## src/rtl/tlb_pkg.sv

```systemverilog
package tlb_pkg;

    localparam int VA_W    = 32;
    localparam int ASID_W  = 8;
    localparam int VPN_W   = 22;
    localparam int PPN_W   = 19;
    localparam int FAULT_W = 12;
    localparam int PG_LSB  = 10;

    typedef enum logic [1:0] {
        ACC_READ  = 2'd0,
        ACC_WRITE = 2'd1,
        ACC_FETCH = 2'd2
    } acc_e;

    typedef struct packed {
        logic              valid;
        logic [ASID_W-1:0] asid;
        logic [VPN_W-1:0]  vpn;
        logic [PPN_W-1:0]  ppn;
        logic [1:0]        size;
        logic              shared;
        logic [1:0]        prot;
        logic              dirty;
    } tlb_ent_t;

    localparam logic [FAULT_W-1:0] FLT_NONE    = 12'h000;
    localparam logic [FAULT_W-1:0] FLT_MISS_R  = 12'h040;
    localparam logic [FAULT_W-1:0] FLT_MISS_W  = 12'h060;
    localparam logic [FAULT_W-1:0] FLT_INIT_W  = 12'h080;
    localparam logic [FAULT_W-1:0] FLT_VIOL_R  = 12'h0A0;
    localparam logic [FAULT_W-1:0] FLT_VIOL_W  = 12'h0C0;
    localparam logic [FAULT_W-1:0] FLT_ADDR_R  = 12'h0E0;
    localparam logic [FAULT_W-1:0] FLT_ADDR_W  = 12'h100;
    localparam logic [FAULT_W-1:0] FLT_MULTI   = 12'h140;

    // Page-number bits that take part in the compare, per size code.
    function automatic logic [VPN_W-1:0] vpn_cmp_mask(input logic [1:0] sz);
        case (sz)
            2'd0:    vpn_cmp_mask = {VPN_W{1'b1}};
            2'd1:    vpn_cmp_mask = {{(VPN_W-2){1'b1}}, 2'b0};
            2'd2:    vpn_cmp_mask = {{(VPN_W-6){1'b1}}, 6'b0};
            default: vpn_cmp_mask = {{(VPN_W-10){1'b1}}, 10'b0};
        endcase
    endfunction

    // Byte-offset bits within a page of the given size.
    function automatic logic [VA_W-1:0] page_off_mask(input logic [1:0] sz);
        case (sz)
            2'd0:    page_off_mask = 32'h0000_03FF;
            2'd1:    page_off_mask = 32'h0000_0FFF;
            2'd2:    page_off_mask = 32'h0000_FFFF;
            default: page_off_mask = 32'h000F_FFFF;
        endcase
    endfunction

endpackage

```

## src/rtl/tlb_store.sv

```systemverilog
module tlb_store
    import tlb_pkg::*;
#(
    parameter int ENTRIES = 8,
    localparam int IDX_W  = $clog2(ENTRIES)
) (
    input  logic                      clk,
    input  logic                      rst,
    input  logic                      wr_en,
    input  logic [IDX_W-1:0]          wr_idx,
    input  tlb_ent_t                  wr_ent,
    output tlb_ent_t [ENTRIES-1:0]    ents
);

    for (genvar g = 0; g < ENTRIES; g++) begin : g_slot
        always_ff @(posedge clk) begin
            if (rst) begin
                ents[g] <= '0;
            end else if (wr_en && (wr_idx == IDX_W'(g))) begin
                ents[g] <= wr_ent;
            end
        end
    end

    AST_WR_LANDS: assert property (@(posedge clk) disable iff (rst)
        wr_en |=> (ents[$past(wr_idx)] == $past(wr_ent)));

endmodule

```

## src/rtl/tlb_cam.sv

```systemverilog
module tlb_cam
    import tlb_pkg::*;
#(
    parameter int ENTRIES = 8
) (
    input  tlb_ent_t [ENTRIES-1:0] ents,
    input  logic [VA_W-1:0]        vaddr,
    input  logic [ASID_W-1:0]      cur_asid,
    input  logic                   asid_chk,
    output logic                   any_hit,
    output logic                   multi,
    output tlb_ent_t               hit_ent
);

    logic [ENTRIES-1:0] hit_vec;
    logic [VPN_W-1:0]   va_pn;

    assign va_pn = vaddr[VA_W-1:PG_LSB];

    for (genvar g = 0; g < ENTRIES; g++) begin : g_cmp
        logic pn_eq;
        logic id_ok;
        assign pn_eq = ((va_pn ^ ents[g].vpn) & vpn_cmp_mask(ents[g].size)) == '0;
        assign id_ok = ents[g].shared || !asid_chk || (ents[g].asid == cur_asid);
        assign hit_vec[g] = ents[g].valid && pn_eq && id_ok;
    end

    always_comb begin
        hit_ent = '0;
        for (int i = 0; i < ENTRIES; i++) begin
            if (hit_vec[i]) hit_ent = hit_ent | ents[i];
        end
    end

    assign any_hit = |hit_vec;
    assign multi   = $countones(hit_vec) > 1;

endmodule

```

## src/rtl/tlb_judge.sv

```systemverilog
module tlb_judge
    import tlb_pkg::*;
(
    input  logic [VA_W-1:0]    vaddr,
    input  logic [1:0]         kind,
    input  logic               priv_mode,
    input  logic               xlate_en,
    input  logic               any_hit,
    input  logic               multi,
    input  tlb_ent_t           hit_ent,
    output logic               ok,
    output logic [FAULT_W-1:0] fault,
    output logic [VA_W-1:0]    paddr
);

    logic is_wr, in_p12, in_p4, in_sq, bypass;
    logic [VA_W-1:0] omask;
    logic [VA_W-1:0] frame;

    assign is_wr  = (acc_e'(kind) == ACC_WRITE);
    assign in_p12 = (vaddr[31:30] == 2'b10);
    assign in_p4  = (vaddr[31:29] == 3'b111);
    assign in_sq  = (vaddr[31:26] == 6'b111000);
    assign bypass = in_p12 || in_p4;
    assign omask  = page_off_mask(hit_ent.size);
    assign frame  = {3'b000, hit_ent.ppn, {PG_LSB{1'b0}}};

    always_comb begin
        ok    = 1'b0;
        fault = FLT_NONE;
        paddr = '0;
        if (bypass) begin
            if (!priv_mode && !in_sq) begin
                fault = is_wr ? FLT_ADDR_W : FLT_ADDR_R;
            end else begin
                ok    = 1'b1;
                paddr = in_p12 ? {3'b000, vaddr[28:0]} : vaddr;
            end
        end else if (!xlate_en) begin
            ok    = 1'b1;
            paddr = {3'b000, vaddr[28:0]};
        end else if (multi) begin
            fault = FLT_MULTI;
        end else if (!any_hit) begin
            fault = is_wr ? FLT_MISS_W : FLT_MISS_R;
        end else if (!priv_mode && !hit_ent.prot[1]) begin
            fault = is_wr ? FLT_VIOL_W : FLT_VIOL_R;
        end else if (is_wr && !hit_ent.prot[0]) begin
            fault = FLT_VIOL_W;
        end else if (is_wr && !hit_ent.dirty) begin
            fault = FLT_INIT_W;
        end else begin
            ok    = 1'b1;
            paddr = (frame & ~omask) | (vaddr & omask);
        end
    end

endmodule

```

## src/rtl/tlb_xlate.sv

```systemverilog
module tlb_xlate
    import tlb_pkg::*;
#(
    parameter int ENTRIES = 8,
    localparam int IDX_W  = $clog2(ENTRIES)
) (
    input  logic               clk,
    input  logic               rst,
    input  logic               req_valid,
    input  logic [31:0]        req_vaddr,
    input  logic [1:0]         req_kind,
    input  logic [7:0]         cur_asid,
    input  logic               priv_mode,
    input  logic               single_virt,
    input  logic               xlate_en,
    input  logic               wr_en,
    input  logic [IDX_W-1:0]   wr_idx,
    input  logic               wr_valid,
    input  logic [7:0]         wr_asid,
    input  logic [21:0]        wr_vpn,
    input  logic [18:0]        wr_ppn,
    input  logic [1:0]         wr_size,
    input  logic               wr_shared,
    input  logic [1:0]         wr_prot,
    input  logic               wr_dirty,
    output logic               rsp_valid,
    output logic               rsp_hit,
    output logic [31:0]        rsp_paddr,
    output logic [11:0]        rsp_fault
);

    tlb_ent_t                 wr_ent;
    tlb_ent_t [ENTRIES-1:0]   ents;
    tlb_ent_t                 hit_ent;
    logic                     any_hit, multi, ok;
    logic [FAULT_W-1:0]       fault;
    logic [VA_W-1:0]          paddr;
    logic                     asid_chk;

    assign wr_ent = '{valid: wr_valid, asid: wr_asid, vpn: wr_vpn, ppn: wr_ppn,
                      size: wr_size, shared: wr_shared, prot: wr_prot, dirty: wr_dirty};
    assign asid_chk = !(priv_mode && single_virt);

    tlb_store #(.ENTRIES(ENTRIES)) u_store (
        .clk(clk), .rst(rst), .wr_en(wr_en), .wr_idx(wr_idx),
        .wr_ent(wr_ent), .ents(ents)
    );

    tlb_cam #(.ENTRIES(ENTRIES)) u_cam (
        .ents(ents), .vaddr(req_vaddr), .cur_asid(cur_asid), .asid_chk(asid_chk),
        .any_hit(any_hit), .multi(multi), .hit_ent(hit_ent)
    );

    tlb_judge u_judge (
        .vaddr(req_vaddr), .kind(req_kind), .priv_mode(priv_mode), .xlate_en(xlate_en),
        .any_hit(any_hit), .multi(multi), .hit_ent(hit_ent),
        .ok(ok), .fault(fault), .paddr(paddr)
    );

    always_ff @(posedge clk) begin
        if (rst) begin
            rsp_valid <= 1'b0;
            rsp_hit   <= 1'b0;
            rsp_paddr <= '0;
            rsp_fault <= '0;
        end else begin
            rsp_valid <= req_valid;
            if (req_valid) begin
                rsp_hit   <= ok;
                rsp_paddr <= paddr;
                rsp_fault <= fault;
            end
        end
    end

    AST_RSP_ONE_CYCLE: assert property (@(posedge clk) disable iff (rst)
        req_valid |=> rsp_valid);

    AST_RSP_NO_SPURIOUS: assert property (@(posedge clk) disable iff (rst)
        !req_valid |=> !rsp_valid);

    AST_HIT_MEANS_NO_FAULT: assert property (@(posedge clk) disable iff (rst)
        rsp_valid |-> (rsp_hit == (rsp_fault == '0)));

    AST_OFFSET_KEPT: assert property (@(posedge clk) disable iff (rst)
        req_valid |=> (!rsp_hit || (rsp_paddr[9:0] == $past(req_vaddr[9:0]))));

    AST_USER_ADDR_ERR: assert property (@(posedge clk) disable iff (rst)
        (req_valid && !priv_mode && req_vaddr[31] && req_vaddr[31:29] != 3'b110
         && req_vaddr[31:26] != 6'b111000)
        |=> (rsp_fault == 12'h0E0 || rsp_fault == 12'h100));

    AST_XLATE_OFF_MAP: assert property (@(posedge clk) disable iff (rst)
        (req_valid && !xlate_en && !req_vaddr[31])
        |=> (rsp_hit && rsp_paddr == {3'b000, $past(req_vaddr[28:0])}));

endmodule

```

## config.mk

```make
export PLATFORM = sky130hd
export DESIGN_NAME = tlb_xlate
export DESIGN_NICKNAME = d
export VERILOG_FILES = /design/src/rtl/tlb_pkg.sv /design/src/rtl/tlb_store.sv /design/src/rtl/tlb_cam.sv /design/src/rtl/tlb_judge.sv /design/src/rtl/tlb_xlate.sv
export SDC_FILE = /design/constraint.sdc
export NUM_CORES = 1
export LEC_CHECK = 0
export ABC_CLOCK_PERIOD_IN_PS = 9340
export BUFFER_PORTS_ARGS = -buffer_cell sky130_fd_sc_hd__buf_4
export CAP_MARGIN = 25
export CORE_MARGIN = 2
export CORE_UTILIZATION = 25
export CTS_BUF_LIST = sky130_fd_sc_hd__clkbuf_8
export CTS_CLUSTER_SIZE = 10
export DETAILED_ROUTE_END_ITERATION = 16
export PLACE_DENSITY = 0.46
export SETUP_SLACK_MARGIN = 0.2
export SLEW_MARGIN = 20
export SYNTH_ARGS = -nofsm -noshare
export SYNTH_HDL_FRONTEND = slang
export SYNTH_SLANG_ARGS = --single-unit
```

## constraint.sdc

```tcl
create_clock -name clk -period 9.34 [get_ports clk]
set_clock_uncertainty 0.15 [all_clocks]
set_input_delay 0.934 -clock clk [delete_from_list [all_inputs] [get_ports clk]]
set_output_delay 0.934 -clock clk [all_outputs]
set_load 0.01 [all_outputs]
```

=== Word-level counts from Yosys, hierarchy flattened ===
Index checks and enable logic that the tools add are counted.

* $add $sub $neg: 7
* Order comparisons: 1
* Equality and inequality tests: 37
* Mux-type cells: 45
* Bitwise logic cells: 27
* Reductions and logical operators: 70

{| class="wikitable"
|+ Operator list
! cell !! count
|-
| $mux W32 || 9
|-
| $pmux W10 S3 || 8
|-
| $mux W25 || 8
|-
| $and A22 B22 Y22 || 8
|-
| $logic_not A22 Y1 || 8
|-
| $xor A22 B22 Y22 || 8
|-
| $or A25 B25 Y25 || 7
|-
| $add A32 B32 Y32 || 3
|-
| $mux W12 || 7
|-
| $eq A8 B8 Y1 || 8
|-
| $pmux W20 S3 || 1
|-
| $and A29 B32 Y32 || 1
|-
| $and A32 B20 Y32 || 1
|-
| $gt A32 B2 Y1 const B || 1
|-
| $not A20 Y32 || 1
|-
| $or A32 B32 Y32 || 1
|-
| $logic_and A1 B1 Y1 || 29
|-
| $eq A2 B1 Y1 const B || 10
|-
| $eq A2 B2 Y1 const B || 10
|-
| $logic_not A2 Y1 || 9
|-
| $logic_or A1 B1 Y1 || 17
|-
| $eq A3 B3 Y1 const B || 5
|-
| $mux W9 || 1
|-
| $add A1 B1 Y2 || 4
|-
| 10 further kinds || 22
|}

* Register bits: 494
* Input port bits: 108
* Output and inout bits: 46

=== Depth between registers and ports, before layout ===
* Depth in word-level cells: 33
* Gate-level depth with buffers: 21
* Mapped depth without buffers: 17

=== Hierarchy ===
Synthesis repeated with hierarchy kept, for this count alone.

* Cells, all modules: 2574
* Area, all modules: 25707.2 um^2

{| class="wikitable"
|+ By module, submodules not included
! module !! instances !! cells an instance !! area each (um^2) !! seq. area each (um^2)
|-
| tlb_store || 1 || 1575 || 17415.5 || 8968.6
|-
| tlb_cam || 1 || 746 || 5796.8 || 0.0
|-
| tlb_xlate || 1 || 148 || 1662.8 || 920.9
|-
| tlb_judge || 1 || 105 || 832.0 || 0.0
|}

=== Worst setup path before layout ===
No wires, ideal clock.

* Kind: input to register
* Start point: input req_vaddr[28]
* End point: register rsp_paddr[16]
* Library setup time: 0.086 ns
* Data arrival time: 6.048 ns
* Data required time: 9.104 ns
* Slack: 3.056 ns
* Cell stages on the path: 19
* Path buffers: 3
* Path through: buf_4 xnor2_1 nand4_1 or4_4 nor4b_1 clkbuf_1 clkbuf_1 ha_1 fa_1 fa_1 ha_1 inv_1 fa_1 nand3b_1 nand2b_1 nand2b_1 or4_4 or2_0 a211oi_1

* Longest elaborated chain between the ends: 32
* Elaborated cells between the ends (all ways): 89
* Those cells by class: add/sub (7); order compare (1); eq/ne (3); mux (17); bitwise (27); reduce/logical (34)

{| class="wikitable"
|+ Ends and longest elaborated chain
! element !! line !! text
|-
| start: declaration || tlb_xlate.sv:10 || <nowiki>input logic [31:0] req_vaddr,</nowiki>
|-
| branches (longest 31 deep; another with $add A32 B32 Y32) || - ||
|-
| $mux W32 * || tlb_judge.sv:32 || <nowiki>if (bypass) begin</nowiki>
|-
| end signal: assignment || tlb_xlate.sv:70 || <nowiki>rsp_paddr <= paddr;</nowiki>
|-
| end: declaration || tlb_xlate.sv:28 || <nowiki>output logic [31:0] rsp_paddr,</nowiki>
|}

Mark *: on every way between the ends.
A chain may end at the register's enable or synchronous reset.

=== Worst setup path in the final report ===
* Start point: input req_vaddr[24]
* End point: register rsp_paddr[0]

* Longest elaborated chain between the ends: 29
* Elaborated cells between the ends (all ways): 77
* Those cells by class: add/sub (7); order compare (1); mux (15); bitwise (23); reduce/logical (31)

{| class="wikitable"
|+ Ends and longest elaborated chain
! element !! line !! text
|-
| branches (longest 26 deep; another with $add A32 B32 Y32) || - ||
|-
| $mux W32 * || tlb_judge.sv:42 || <nowiki>end else if (multi) begin</nowiki>
|-
| $mux W32 * || tlb_judge.sv:39 || <nowiki>end else if (!xlate_en) begin</nowiki>
|-
| $mux W32 * || tlb_judge.sv:32 ||
|}

Marks and branches as above.

==> flow_summary.yaml <==
floorplan:
  design.core.area_um2: 87000
  start_util_pct: 25.3
  dieWidth_um: 301
  dieArea_um2: 90500
  die_y_um: 301
  ios: 154
  row_count: 108
critical_path:
  r2r-end: "rsp_paddr[0]"
  worst_ep_arrival_time_ps: 6830
  crit_top_cell: "fa_1"
  crit_slowest_cell: "nor4_1"
  worst_setup_path_start_kind: "input pin"
  crit_type: "in2reg"
  cp_top_family: "simple AND/OR/NAND/NOR gates"
  cp_max_fo: 25
  worstSetupEndpointType: "register"
  required_ps: 9800
  cp_slowest_stage_delay_ps: 860
  r2r_cells: 17
  reg2reg_slack_ps: 3120
  cp_cell_sequence: "buf_4 -> xnor2_1 -> nand4_1 -> nor4_1 -> nor4b_4 -> buf_4 -> ha_1 -> fa_1 -> fa_1 -> ha_1 -> inv_1 -> fa_1 -> nand3b_1 -> nand2b_1 -> nand2b_1 -> nor3_2 -> or3_1 -> a32o_1"
  r2r_start: "u_store.ents[156]"
  cp.buffers_inverters: 3
pwr:
  seq_power_share_pct: 45.8
  vdd_ir_drop_max_v: 0.0000804
  p_sw_mw: 1.27
  total_leakage_power_nw: 8.93
  clockPowerShare_pct: 45.4
  intPower_mw: 3.44
  powerDensity_nw_per_um2: 184
  switching_share_pct: 27.0
  comb_power_share_pct: 8.8
drt:
  drt_wl_total_um: 84600
  drt-initial-drc-count: 1707
  vias: 19520
  wl_per_cell_um: 20.9
  drtAntennaViolNets: 0
  dr.pass1.iters: 8
  routed_via_density: 4.81
  drc: 0
sta:
  period_share_pct: 68.2
  hold_violations: 0
  setup_viol: 0
  drv_slew: 0
  max_freq_mhz: 157
  tightestPinTransition_ps: 1050
  finalCriticalPeriod_ps: 6370
  setup_tns_ps: 0
  maxSlewHeadroom_pct: 29.6
  grt_setup_unrepaired: "false"
synth:
  synth_top_area_cell: "dfxtp_1"
  synth-async-reset-ratio_pct: 0
  syn-cell-area_um2: 22000
  synth.distinct_cells: 64
  synth_area_leaders: "dfxtp_1, nand2_1, a21oi_1, xor2_1, xnor2_1"
  synthCells: 2823
  yosys.area.top_type_share_pct: 44.2
  yosys_warnings: 0
  ys_seq_area_share_pct: 44.2
  syn_area_per_cell_um2: 7.80
  synth-edff-count: 0
  synth_flop_cell: "dfxtp_1"
  synth_seq_cells: 486
cts:
  cts_tree: "built"
  cts_post_setup_buffers_inserted: 0
  cts_resized: 0
  insertion_delay_ps: 700
  clock_path_buffers: 3
  hold_buffers: 0
  cts.sinks: 486
  cts_root_buffer: "clkbuf_8"
  numCtsBuffers: 89
  path_clk_slew_ps: 60
  ctsHtreeMaxLevel: 3
global_route:
  grt_pass1_vias: 18842
  grt_max_degree: 181
  grt_overflow: 0
  antenna_found_initial: 8
  grt.total_usage_pct: 18.3
  grt_pass1_wl_um: 125000
worst_hold_path:
  hp-class: "reg2reg"
  hold_end: "u_store.ents[304]"
  hold_depth: 2
  hold_start: "u_store.ents[304]"
cells_and_area:
  multi_input_area_um2: 11000
  final_net_count: 2949
  layout-drive-gt1-share_pct: 12.3
  register_area_um2: 9730
  area.growth.synth_to_final_pct: 16.1
  fill_cells: 9516
  final_cells: 4055
placed_design:
  dp.final_hpwl_um: 52600
  post-place-cells: 3889
  place.gp.congestion: 0.825
  io_buffers: 145
status:
  status: "finished, final reports clean"
flow_run:
  max_cap_violations: 0
[layout by cell type, fill, tap and decap left out, types with 11 or more instances in the layout]
master	instances
nand4_1	22
clkinv_2	11
buf_4	172
dfxtp_1	486
a221oi_1	20
clkbuf_8	121
nand3_1	15
inv_1	48
a211oi_1	18
a21oi_1	466
a22oi_1	15
xor2_1	126
nor2_1	45
nand2_1	951
xnor2_1	113
a222oi_1	25
nor4_1	33
[area by class of cell]
type                    count  area share, %
well taps                1155           5.65
diodes                      4         0.0392
clock buffers             121           6.51
inverters                  25          0.367
flip-flops and latches    486           38.1
clock inverters            39          0.837
repair buffers            178           5.44
multi-input cells        2047           43.1
[per-stage QoR]
stage	worst slack [ps]	total power [mW]	cell area [um2]	utilization, %	hold slack [ps]
after global routing	2740	4.90	25600	29.4	300
after global placement	2400	2.62	23600	27.1	293
final	2970	4.72	25600	29.4	305
after detailed placement	2380	2.62	23600	27.2	297
after CTS	3080	4.77	25500	29.3	283
after floorplan	3060	2.46	22000	-	282
[kinds of logic after synthesis]
kind of cell | Yosys count | synth area share (%)
simple gates | 1153 | 21.6
compound gates | 632 | 17.1
flops | 486 | 44.2
buf+inv | 297 | 6.66
xor+xnor | 240 | 9.58
fa+ha+maj | 14 | 0.932
other cells | 1 | 0.0170
[power by group through the flow]
stage	Combinational (mW)	Sequential (mW)	Clock, mW
global route	0.450	2.16	2.29
CTS	0.418	2.16	2.20
floorplan	0.266	2.20	0
finish	0.416	2.16	2.14
global placement	0.416	2.20	0
detailed placement	0.417	2.20	0
[synth_stat cells, types with 4 or more instances]
library cell	number
clkbuf_1	156
buf_2	20
a32o_1	10
inv_1	25
nor3_1	11
or3_1	5
a221oi_1	20
dfxtp_1	486
and3_1	4
xnor2_1	113
ha_1	10
a22oi_1	15
o41ai_1	6
nand4_1	22
a2111oi_0	5
and2_1	6
fa_1	4
nand2_1	954
a211oi_1	18
a2111oi_2	4
nor2_1	52
a22o_1	9
buf_4	65
a31oi_1	8
nand3_1	19
buf_6	11
nand2b_1	9
xor2_1	126
o21ai_0	9
a221o_1	10
a222oi_1	25
a21o_1	7
nor4_1	37
a21oi_1	466
or2_0	4
buf_1	20
o22ai_1	4
nor2b_1	8
[tightest hold or removal path, stage by stage, from the launching register on]
cell and delay [ps]:
dfxtp_1 310, nand2_1 50, a21oi_1 50
[routing by layer]
layer	track usage, %	up-vias	part of all wire [%]
li1	-	9385	-
met1	24.1	9413	44
met2	30.9	584	48
met3	2.99	128	5.7
met4	5.18	10	2.4
met5	0	-	0.076
[registers in the layout, summed over array words and instances (netlist names)]
name          flops
rsp_fault         4
rsp_hit           1
rsp_paddr        32
rsp_valid         1
u_store.ents    448
[worst max-delay path by stage]
stage          depth (start not counted)  slack (ps)            end          start
3_3_place_gp                          18        2400   rsp_paddr[2]  req_vaddr[24]
5_1_grt                               18        2740   rsp_paddr[0]  req_vaddr[24]
4_1_cts                               18        3080   rsp_paddr[0]  req_vaddr[24]
3_5_place_dp                          18        2380   rsp_paddr[0]  req_vaddr[24]
6_report                              18        2970   rsp_paddr[0]  req_vaddr[24]
2_1_floorplan                         19        3060  rsp_paddr[16]  req_vaddr[28]
Note: power is estimated with default switching activity, not from simulation.
